### src/rtl/sigrec_pkg.sv
package sigrec_pkg;

  // Default feedback masks (bit i set: register bit i feeds bit 0).
  function automatic logic [63:0] default_taps(input int width);
    logic [63:0] m;
    case (width)
      6:       m = 64'h30;
      8:       m = 64'hB8;
      12:      m = 64'h829;
      16:      m = 64'hB400;
      24:      m = 64'hE10000;
      32:      m = 64'h80200003;
      default: m = (64'h1 << (width - 1)) | (64'h1 << (width - 2));
    endcase
    return m;
  endfunction

  // Starting value of every signature register.
  function automatic logic [63:0] seed_value();
    return 64'h1;
  endfunction

endpackage

### src/rtl/sigrec_misr_lane.sv
module sigrec_misr_lane #(
  parameter int           SIG_W  = 4,
  parameter int           K      = 16,
  parameter logic [K-1:0] TAPS   = '0,
  parameter logic [K-1:0] SEED   = '0
) (
  input  logic             clk,
  input  logic             rst,
  input  logic             hold,
  input  logic             reload,
  input  logic [SIG_W-1:0] din,
  output logic [K-1:0]     sig
);

  logic [K-1:0] shifted;
  logic [K-1:0] injected;
  logic         feedback;

  always_comb begin
    feedback = ^(sig & TAPS);
    shifted  = {sig[K-2:0], feedback};
  end

  // Each input bit lands on its own register position.
  genvar gi;
  generate
    for (gi = 0; gi < K; gi++) begin : g_inj
      if (gi < SIG_W) begin : g_in
        assign injected[gi] = shifted[gi] ^ din[gi];
      end else begin : g_pass
        assign injected[gi] = shifted[gi];
      end
    end
  endgenerate

  always_ff @(posedge clk) begin
    if (rst)         sig <= SEED;
    else if (hold)   sig <= sig;
    else if (reload) sig <= SEED;
    else             sig <= injected;
  end

  // frozen register does not move
  a_r7_hold_stable: assert property (@(posedge clk) disable iff (rst)
    hold |=> $stable(sig));

  // reload returns the register to its starting value
  a_r5_reload_seed: assert property (@(posedge clk) disable iff (rst)
    (reload && !hold) |=> (sig == SEED));

  // first cycle after reset shows the starting value
  a_r3_reset_seed: assert property (@(posedge clk) disable iff (rst)
    $past(rst) |-> (sig == SEED));

endmodule

### src/rtl/sigrec_window_sched.sv
module sigrec_window_sched #(
  parameter int WIN = 16,
  parameter int CW  = $clog2(2 * WIN)
) (
  input  logic          clk,
  input  logic          rst,
  input  logic          hold,
  output logic [CW-1:0] cnt,
  output logic          reload_a,
  output logic          reload_b
);

  localparam logic [CW-1:0] LAST = CW'(2 * WIN - 1);
  localparam logic [CW-1:0] MID  = CW'(WIN - 1);

  logic at_last;
  logic at_mid;

  always_comb begin
    at_last  = (cnt == LAST);
    at_mid   = (cnt == MID);
    reload_a = at_last && !hold;
    reload_b = at_mid  && !hold;
  end

  always_ff @(posedge clk) begin
    if (rst)          cnt <= '0;
    else if (hold)    cnt <= cnt;
    else if (at_last) cnt <= '0;
    else              cnt <= cnt + 1'b1;
  end

  // counter never leaves 0..2N-1
  a_r4_range: assert property (@(posedge clk) disable iff (rst)
    cnt <= LAST);

  // counter steps by one and wraps
  a_r4_step: assert property (@(posedge clk) disable iff (rst)
    (!hold && !$past(rst)) |=> ($past(cnt) == LAST) ? (cnt == '0) : (cnt == $past(cnt) + 1'b1));

  // the two reloads are never on the same edge
  a_r5_one_reload: assert property (@(posedge clk) disable iff (rst)
    $onehot0({reload_a, reload_b}));

  // counter cleared by reset
  a_r3_count_clear: assert property (@(posedge clk) disable iff (rst)
    $past(rst) |-> (cnt == '0));

endmodule

### src/rtl/sigrec_freeze_ctl.sv
module sigrec_freeze_ctl (
  input  logic clk,
  input  logic rst,
  input  logic capture,
  output logic hold
);

  logic frozen_q;

  always_ff @(posedge clk) begin
    if (rst) frozen_q <= 1'b0;
    else     frozen_q <= frozen_q | capture;
  end

  assign hold = frozen_q | capture;

  // once frozen, stays frozen until reset
  a_r7_sticky: assert property (@(posedge clk) disable iff (rst)
    frozen_q |=> frozen_q);

endmodule

### src/rtl/sigrec_dual.sv
module sigrec_dual
  import sigrec_pkg::*;
#(
  parameter int          SIG_W        = 4,
  parameter int          BITS_PER_SIG = 4,
  parameter int          WIN          = 16,
  parameter logic [63:0] TAP_MASK     = default_taps(SIG_W * BITS_PER_SIG)
) (
  input  logic                                   clk,
  input  logic                                   rst,
  input  logic [SIG_W-1:0]                       sample_i,
  input  logic                                   capture_i,
  output logic [SIG_W*BITS_PER_SIG-1:0]          sig_a_o,
  output logic [SIG_W*BITS_PER_SIG-1:0]          sig_b_o,
  output logic [$clog2(2*WIN)-1:0]               count_o
);

  localparam int           K     = SIG_W * BITS_PER_SIG;
  localparam int           CW    = $clog2(2 * WIN);
  localparam int           LANES = 2;
  localparam logic [K-1:0] TAPS  = TAP_MASK[K-1:0];
  localparam logic [63:0]  SEED64 = seed_value();
  localparam logic [K-1:0] SEED  = SEED64[K-1:0];

  generate
    if (K > 64) begin : g_bad_width
      $error("signature width above 64 bits");
    end
    if (K <= $clog2(WIN)) begin : g_bad_window
      $error("signature width must exceed log2 of the window");
    end
  endgenerate

  logic             hold;
  logic [LANES-1:0] reload;
  logic [K-1:0]     sig [LANES];
  logic [CW-1:0]    cnt;

  sigrec_freeze_ctl u_freeze (
    .clk     (clk),
    .rst     (rst),
    .capture (capture_i),
    .hold    (hold)
  );

  sigrec_window_sched #(
    .WIN (WIN),
    .CW  (CW)
  ) u_sched (
    .clk      (clk),
    .rst      (rst),
    .hold     (hold),
    .cnt      (cnt),
    .reload_a (reload[0]),
    .reload_b (reload[1])
  );

  genvar gl;
  generate
    for (gl = 0; gl < LANES; gl++) begin : g_lane
      sigrec_misr_lane #(
        .SIG_W (SIG_W),
        .K     (K),
        .TAPS  (TAPS),
        .SEED  (SEED)
      ) u_lane (
        .clk    (clk),
        .rst    (rst),
        .hold   (hold),
        .reload (reload[gl]),
        .din    (sample_i),
        .sig    (sig[gl])
      );
    end
  endgenerate

  assign sig_a_o = sig[0];
  assign sig_b_o = sig[1];
  assign count_o = cnt;

endmodule

### config.mk
export PLATFORM = sky130hd
export DESIGN_NAME = sigrec_dual
export DESIGN_NICKNAME = d
export VERILOG_FILES = /design/src/rtl/sigrec_pkg.sv /design/src/rtl/sigrec_misr_lane.sv /design/src/rtl/sigrec_window_sched.sv /design/src/rtl/sigrec_freeze_ctl.sv /design/src/rtl/sigrec_dual.sv
export SDC_FILE = /design/constraint.sdc
export NUM_CORES = 1
export LEC_CHECK = 0
export ABC_AREA = 1
export CORE_MARGIN = 1
export CORE_UTILIZATION = 36
export DETAILED_ROUTE_END_ITERATION = 10
export DONT_BUFFER_PORTS = 1
export SLEW_MARGIN = 5
export SYNTH_ARGS = -nofsm -noshare
export SYNTH_HDL_FRONTEND = slang
export SYNTH_SLANG_ARGS = --single-unit
export TNS_END_PERCENT = 100
### constraint.sdc
create_clock -name clk -period 2.1 [get_ports clk]
set_input_delay 0.21 -clock clk [delete_from_list [all_inputs] [get_ports clk]]
set_output_delay 0.21 -clock clk [all_outputs]
set_load 0.05 [all_outputs]
=== Word level (Yosys, flattened, before mapping) ===
Cells that the tools add are included.

* Register bits: 38
* Input port bits: 7
* Output and inout bits: 37
* Logic and storage cells: 24

* Add/sub/neg operators: 1
* Equality and inequality tests: 2
* Multiplexer cells: 3
* Bitwise gates (word level): 9
* Reduce and logical (&&, ||, !) cells: 5

{| class="wikitable"
|+ Operator list
! operator !! count
|-
| 2-to-1 mux 16 bit || 2
|-
| parity 16 bit || 2
|-
| bitwise XOR 1 bit || 8
|-
| adder 5 x 1 -> 5 bit, second input constant || 1
|-
| equality test 5 x 4 -> 1 bit, second input constant || 1
|-
| equality test 5 bit, second input constant || 1
|-
| 2-to-1 mux 5 bit || 1
|-
| logical AND 1 bit || 2
|-
| zero test 1 bit || 1
|-
| bitwise OR 1 bit || 1
|}

=== Depth between registers and ports, before layout ===
* Word-level depth: 4
* Mapped depth: 10
* Gate-level depth less buffers: 10

=== Modules after synthesis ===
A second synthesis with hierarchy kept.

* Cells, all modules: 225
* Area, all modules: 1816.7 um2

{| class="wikitable"
|+ By module, submodules not included
! module !! times used !! cells each !! area each (um2) !! seq. area each (um2)
|-
| sigrec_misr_lane || 2 || 92 || 754.5 || 320.3
|-
| sigrec_window_sched || 1 || 37 || 274.0 || 100.1
|-
| sigrec_freeze_ctl || 1 || 4 || 33.8 || 20.0
|}

=== Worst setup path before layout ===
No wires, ideal clock.

* Path kind: register to register
* Start point: register u_sched.cnt[1]
* End point: register g_lane[0].u_lane.sig[13]
* Setup time: 123 ps
* Arrival time: 1763 ps
* Data required time: 1977 ps
* Setup slack: 214 ps
* Cell stages (with the launch flop): 9
* Buffers on the path: 1
* Period minus slack after synthesis: 1886 ps
* Cells stage by stage: dfxtp_1 -> ha_1 -> inv_1 -> nor3_1 -> ha_1 -> inv_1 -> nand3_1 -> buf_6 -> o22ai_1

* Cells in the longest elaborated chain, start to end: 3

{| class="wikitable"
|+ Ends and longest elaborated chain
! item !! RTL line !! RTL
|-
| start, declared || sigrec_window_sched.sv:8 || <nowiki>output logic [CW-1:0] cnt,</nowiki>
|-
| start signal, assigned || sigrec_window_sched.sv:28 || <nowiki>else if (hold) cnt <= cnt;</nowiki>
|-
| start signal, assigned || sigrec_window_sched.sv:30 || <nowiki>else cnt <= cnt + 1'b1;</nowiki>
|-
| equality test 5 bit || sigrec_window_sched.sv:20 || <nowiki>at_last = (cnt == LAST);</nowiki>
|-
| logical AND 1 bit || sigrec_window_sched.sv:22 || <nowiki>reload_a = at_last && !hold;</nowiki>
|-
| 2-to-1 mux 16 bit || sigrec_misr_lane.sv:39 || <nowiki>else if (reload) sig <= SEED;</nowiki>
|-
| end signal, assigned || sigrec_misr_lane.sv:38 || <nowiki>else if (hold) sig <= sig;</nowiki>
|-
| end signal, assigned || sigrec_misr_lane.sv:40 || <nowiki>else sig <= injected;</nowiki>
|-
| end, declared || sigrec_misr_lane.sv:12 || <nowiki>output logic [K-1:0] sig</nowiki>
|}

No other way between the ends.
A chain may end at the register's enable or synchronous reset.

=== Final worst setup path ===
* Start point: register u_sched.cnt[0]
* End point: register g_lane[0].u_lane.sig[0]

Same word-level chain as after synthesis.

==> impl_metrics.json <==
{
  "status": "finished clean",
  "area_delta_synth_final_pct": 13.1,
  "cts_tree": "yes",
  "critPathLaunchType": "flop",
  "layout.nets": 212,
  "netlist_area_um2": 1530,
  "yosys_warnings": 0,
  "p_switching_mw": 0.365,
  "final_util_pct": 42.7,
  "holdWs_ps": 116,
  "cts_resized": 0,
  "crit_chain": "ha_1, inv_1, nor3_1, ha_1, inv_1, nand3_1, buf_4, inv_1, nand3_1, nand2_1, inv_1",
  "irDropWorstVdd_mv": 0.340,
  "core_area_um2": 4060,
  "cts_setup_buffers": 0,
  "synth_seq_cells": 38,
  "relSlewSlack_pct": 60.7,
  "rsz0062_at_grt": "false",
  "overflow": 0,
  "drcViolationCount": 0,
  "seqPwrFrac_pct": 59.0,
  "period_share_pct": 76.3,
  "numCtsBuffers": 5,
  "post-place-cells": 244,
  "drive_gt1_share_pct": 13.9,
  "final_antenna_net_count": 0,
  "worst_slew_pin_slew_ps": 589,
  "cts.sinks": 38,
  "syn_inst": 185,
  "die-area_um2": 4520,
  "cp-end-kind": "flop",
  "instances_no_fill": 252,
  "grt_start_max_net_pins": 30,
  "grt_use_total_pct": 14.1,
  "worst_clock_skew_ps": 8.11,
  "grt_pass1_wl_um": 4620,
  "die_w_um": 67.3,
  "hpwl_um": 2140,
  "finalSetupViolations": 0,
  "cts_max_path_buffers": 2,
  "start_util_pct": 37.8,
  "cp_common_cell": "inv_1",
  "clkTransAtPathRegs_ps": 70,
  "vias": 1200,
  "slowest_stage": "dfxtp_1",
  "power.density_nw_per_um2": 784,
  "cts_root_buffer": "clkbuf_8",
  "n_antenna_cell": 0,
  "cp_data_arrival_time_ps": 1840,
  "drv_cap": 0,
  "drv_slew": 0,
  "ctsHtreeMaxLevel": 2,
  "final_common_cell": "inv_1",
  "avgSynthCellArea_um2": 8.28,
  "synth.distinct_cells": 18,
  "path_class": "flop to flop",
  "insertion_delay_ps": 290,
  "die_y_um": 67.3,
  "antenna_found_initial": 0,
  "hold_violations": 0,
  "r2r_setup_slack_ps": 500,
  "rows": 23,
  "yosysSeqAreaShare_pct": 49.6,
  "pwr-share-clk_pct": 34.4,
  "portBuffers": 0,
  "finalCriticalPeriod_ps": 1600,
  "drt_pass1_iterations": 4,
  "cp.required_ps": 2340,
  "postRouteWirelength_um": 2870,
  "p_int_mw": 0.993,
  "tns_ps": 0,
  "sw_frac_of_total_pct": 26.9,
  "p_leak_nw": 0.700,
  "max_stage_delay_ps": 330,
  "total_power_mw": 1.36,
  "max_freq_ghz": 0.624,
  "post_drt_wl_per_cell_um": 11.4,
  "hold_buffers": 1,
  "p_comb_share_pct": 6.7,
  "critPathMaxFanout": 14,
  "drtIter0Drc": 38,
  "gp_congestion": 0.702,
  "routed_via_density": 4.76,
  "grt_pass1_vias": 1064,
  "final_cell_mix": "inv_1 (41), dfxtp_1 (38), nand2_1 (32)",
  "boundaryPins": 44,
  "syn_nets": 195,
  "hp-class": "primary input to flop"
}
==> worst max-delay path: cells and delay by family, from the launching register on <==
family | cells | cell delay [ps]
adders and majority gates | 2 | 370
and+or+nand+nor | 4 | 440
buffers and inverters | 5 | 400
DFF | 1 | 330
==> cell type report <==
| type | instances | area, µm² |
|---|---|---|
| clock inverters | 2 | 10.0 |
| clock buffers | 5 | 68.8 |
| inverters | 43 | 161 |
| repair buffers | 15 | 115 |
| fillers | 413 | 2320 |
| well taps | 50 | 62.6 |
| flip-flops and latches | 38 | 761 |
| multi-input cells | 99 | 554 |
==> cell usage after synthesis <==
cell type  number  area (µm²)
a21oi_1         2        10.0
nor2_1          6        22.5
ha_1            3        37.5
or2_2           1        6.26
nor2_4          2        22.5
o22ai_1        27         169
inv_1          41         154
inv_2           2        7.51
nor2_2          1        6.26
dfxtp_1        38         761
xnor2_1         7        61.3
nor3b_2         1        12.5
o21ai_0         6        30.0
nand3_1         6        30.0
nand2_1        32         120
nor3_1          4        20.0
buf_6           5        56.3
or2_1           1        6.26
==> path summary, 6_finish.rpt <==
kind / from / endpoint / depth (start not counted)
hold reg to reg: u_sched.cnt[4]$_SDFFE_PP0N_ / u_sched.cnt[4]$_SDFFE_PP0N_ / 2
setup / recovery: u_sched.cnt[0]$_SDFFE_PP0N_ / g_lane[0].u_lane.sig[0]$_SDFFE_PP1N_ / 11
setup reg to reg: u_sched.cnt[0]$_SDFFE_PP0N_ / g_lane[0].u_lane.sig[0]$_SDFFE_PP1N_ / 11
hold / removal: sample_i[3] / g_lane[0].u_lane.sig[3]$_SDFFE_PP0N_ / 2
==> power groups by stage <==
stage               clock, mW  combinational [mW]  sequential, mW
finish                  0.467              0.0907           0.801
CTS                     0.489              0.0917           0.801
floorplan                   0              0.0699           0.825
global route            0.513               0.102           0.803
global placement            0              0.0891           0.818
detailed placement          0              0.0890           0.818
==> cell families after synthesis <==
group                      after synthesis  synth area share (%)
buffers and inverters                   48                  14.2
DFF                                     38                  49.6
adders and majority gates                3                  2.45
AOI/OAI and AO/OA                       35                  13.6
xor gates and xnor gates                 7                  4.00
and+or+nand+nor                         54                  16.1
==> state kept, by name, indices dropped and copies added (netlist names) <==
signal             count
g_lane.u_lane.sig     32
u_freeze.frozen_q      1
u_sched.cnt            5
==> routing by layer <==
layer,GRT usage (%),share of wire (%)
met1,16.5,45
met2,19.8,41
met3,7.77,11
met4,8.51,2.5
met5,0,0
==> per-stage QoR <==
step | setup WS (ps) | cell area, µm²
2_1_floorplan | 214 | 1530
3_3_place_gp | 553 | 1640
3_5_place_dp | 504 | 1640
4_1_cts | 474 | 1730
5_1_grt | 271 | 1730
6_report | 498 | 1730
(Power assumes the default switching activity.)
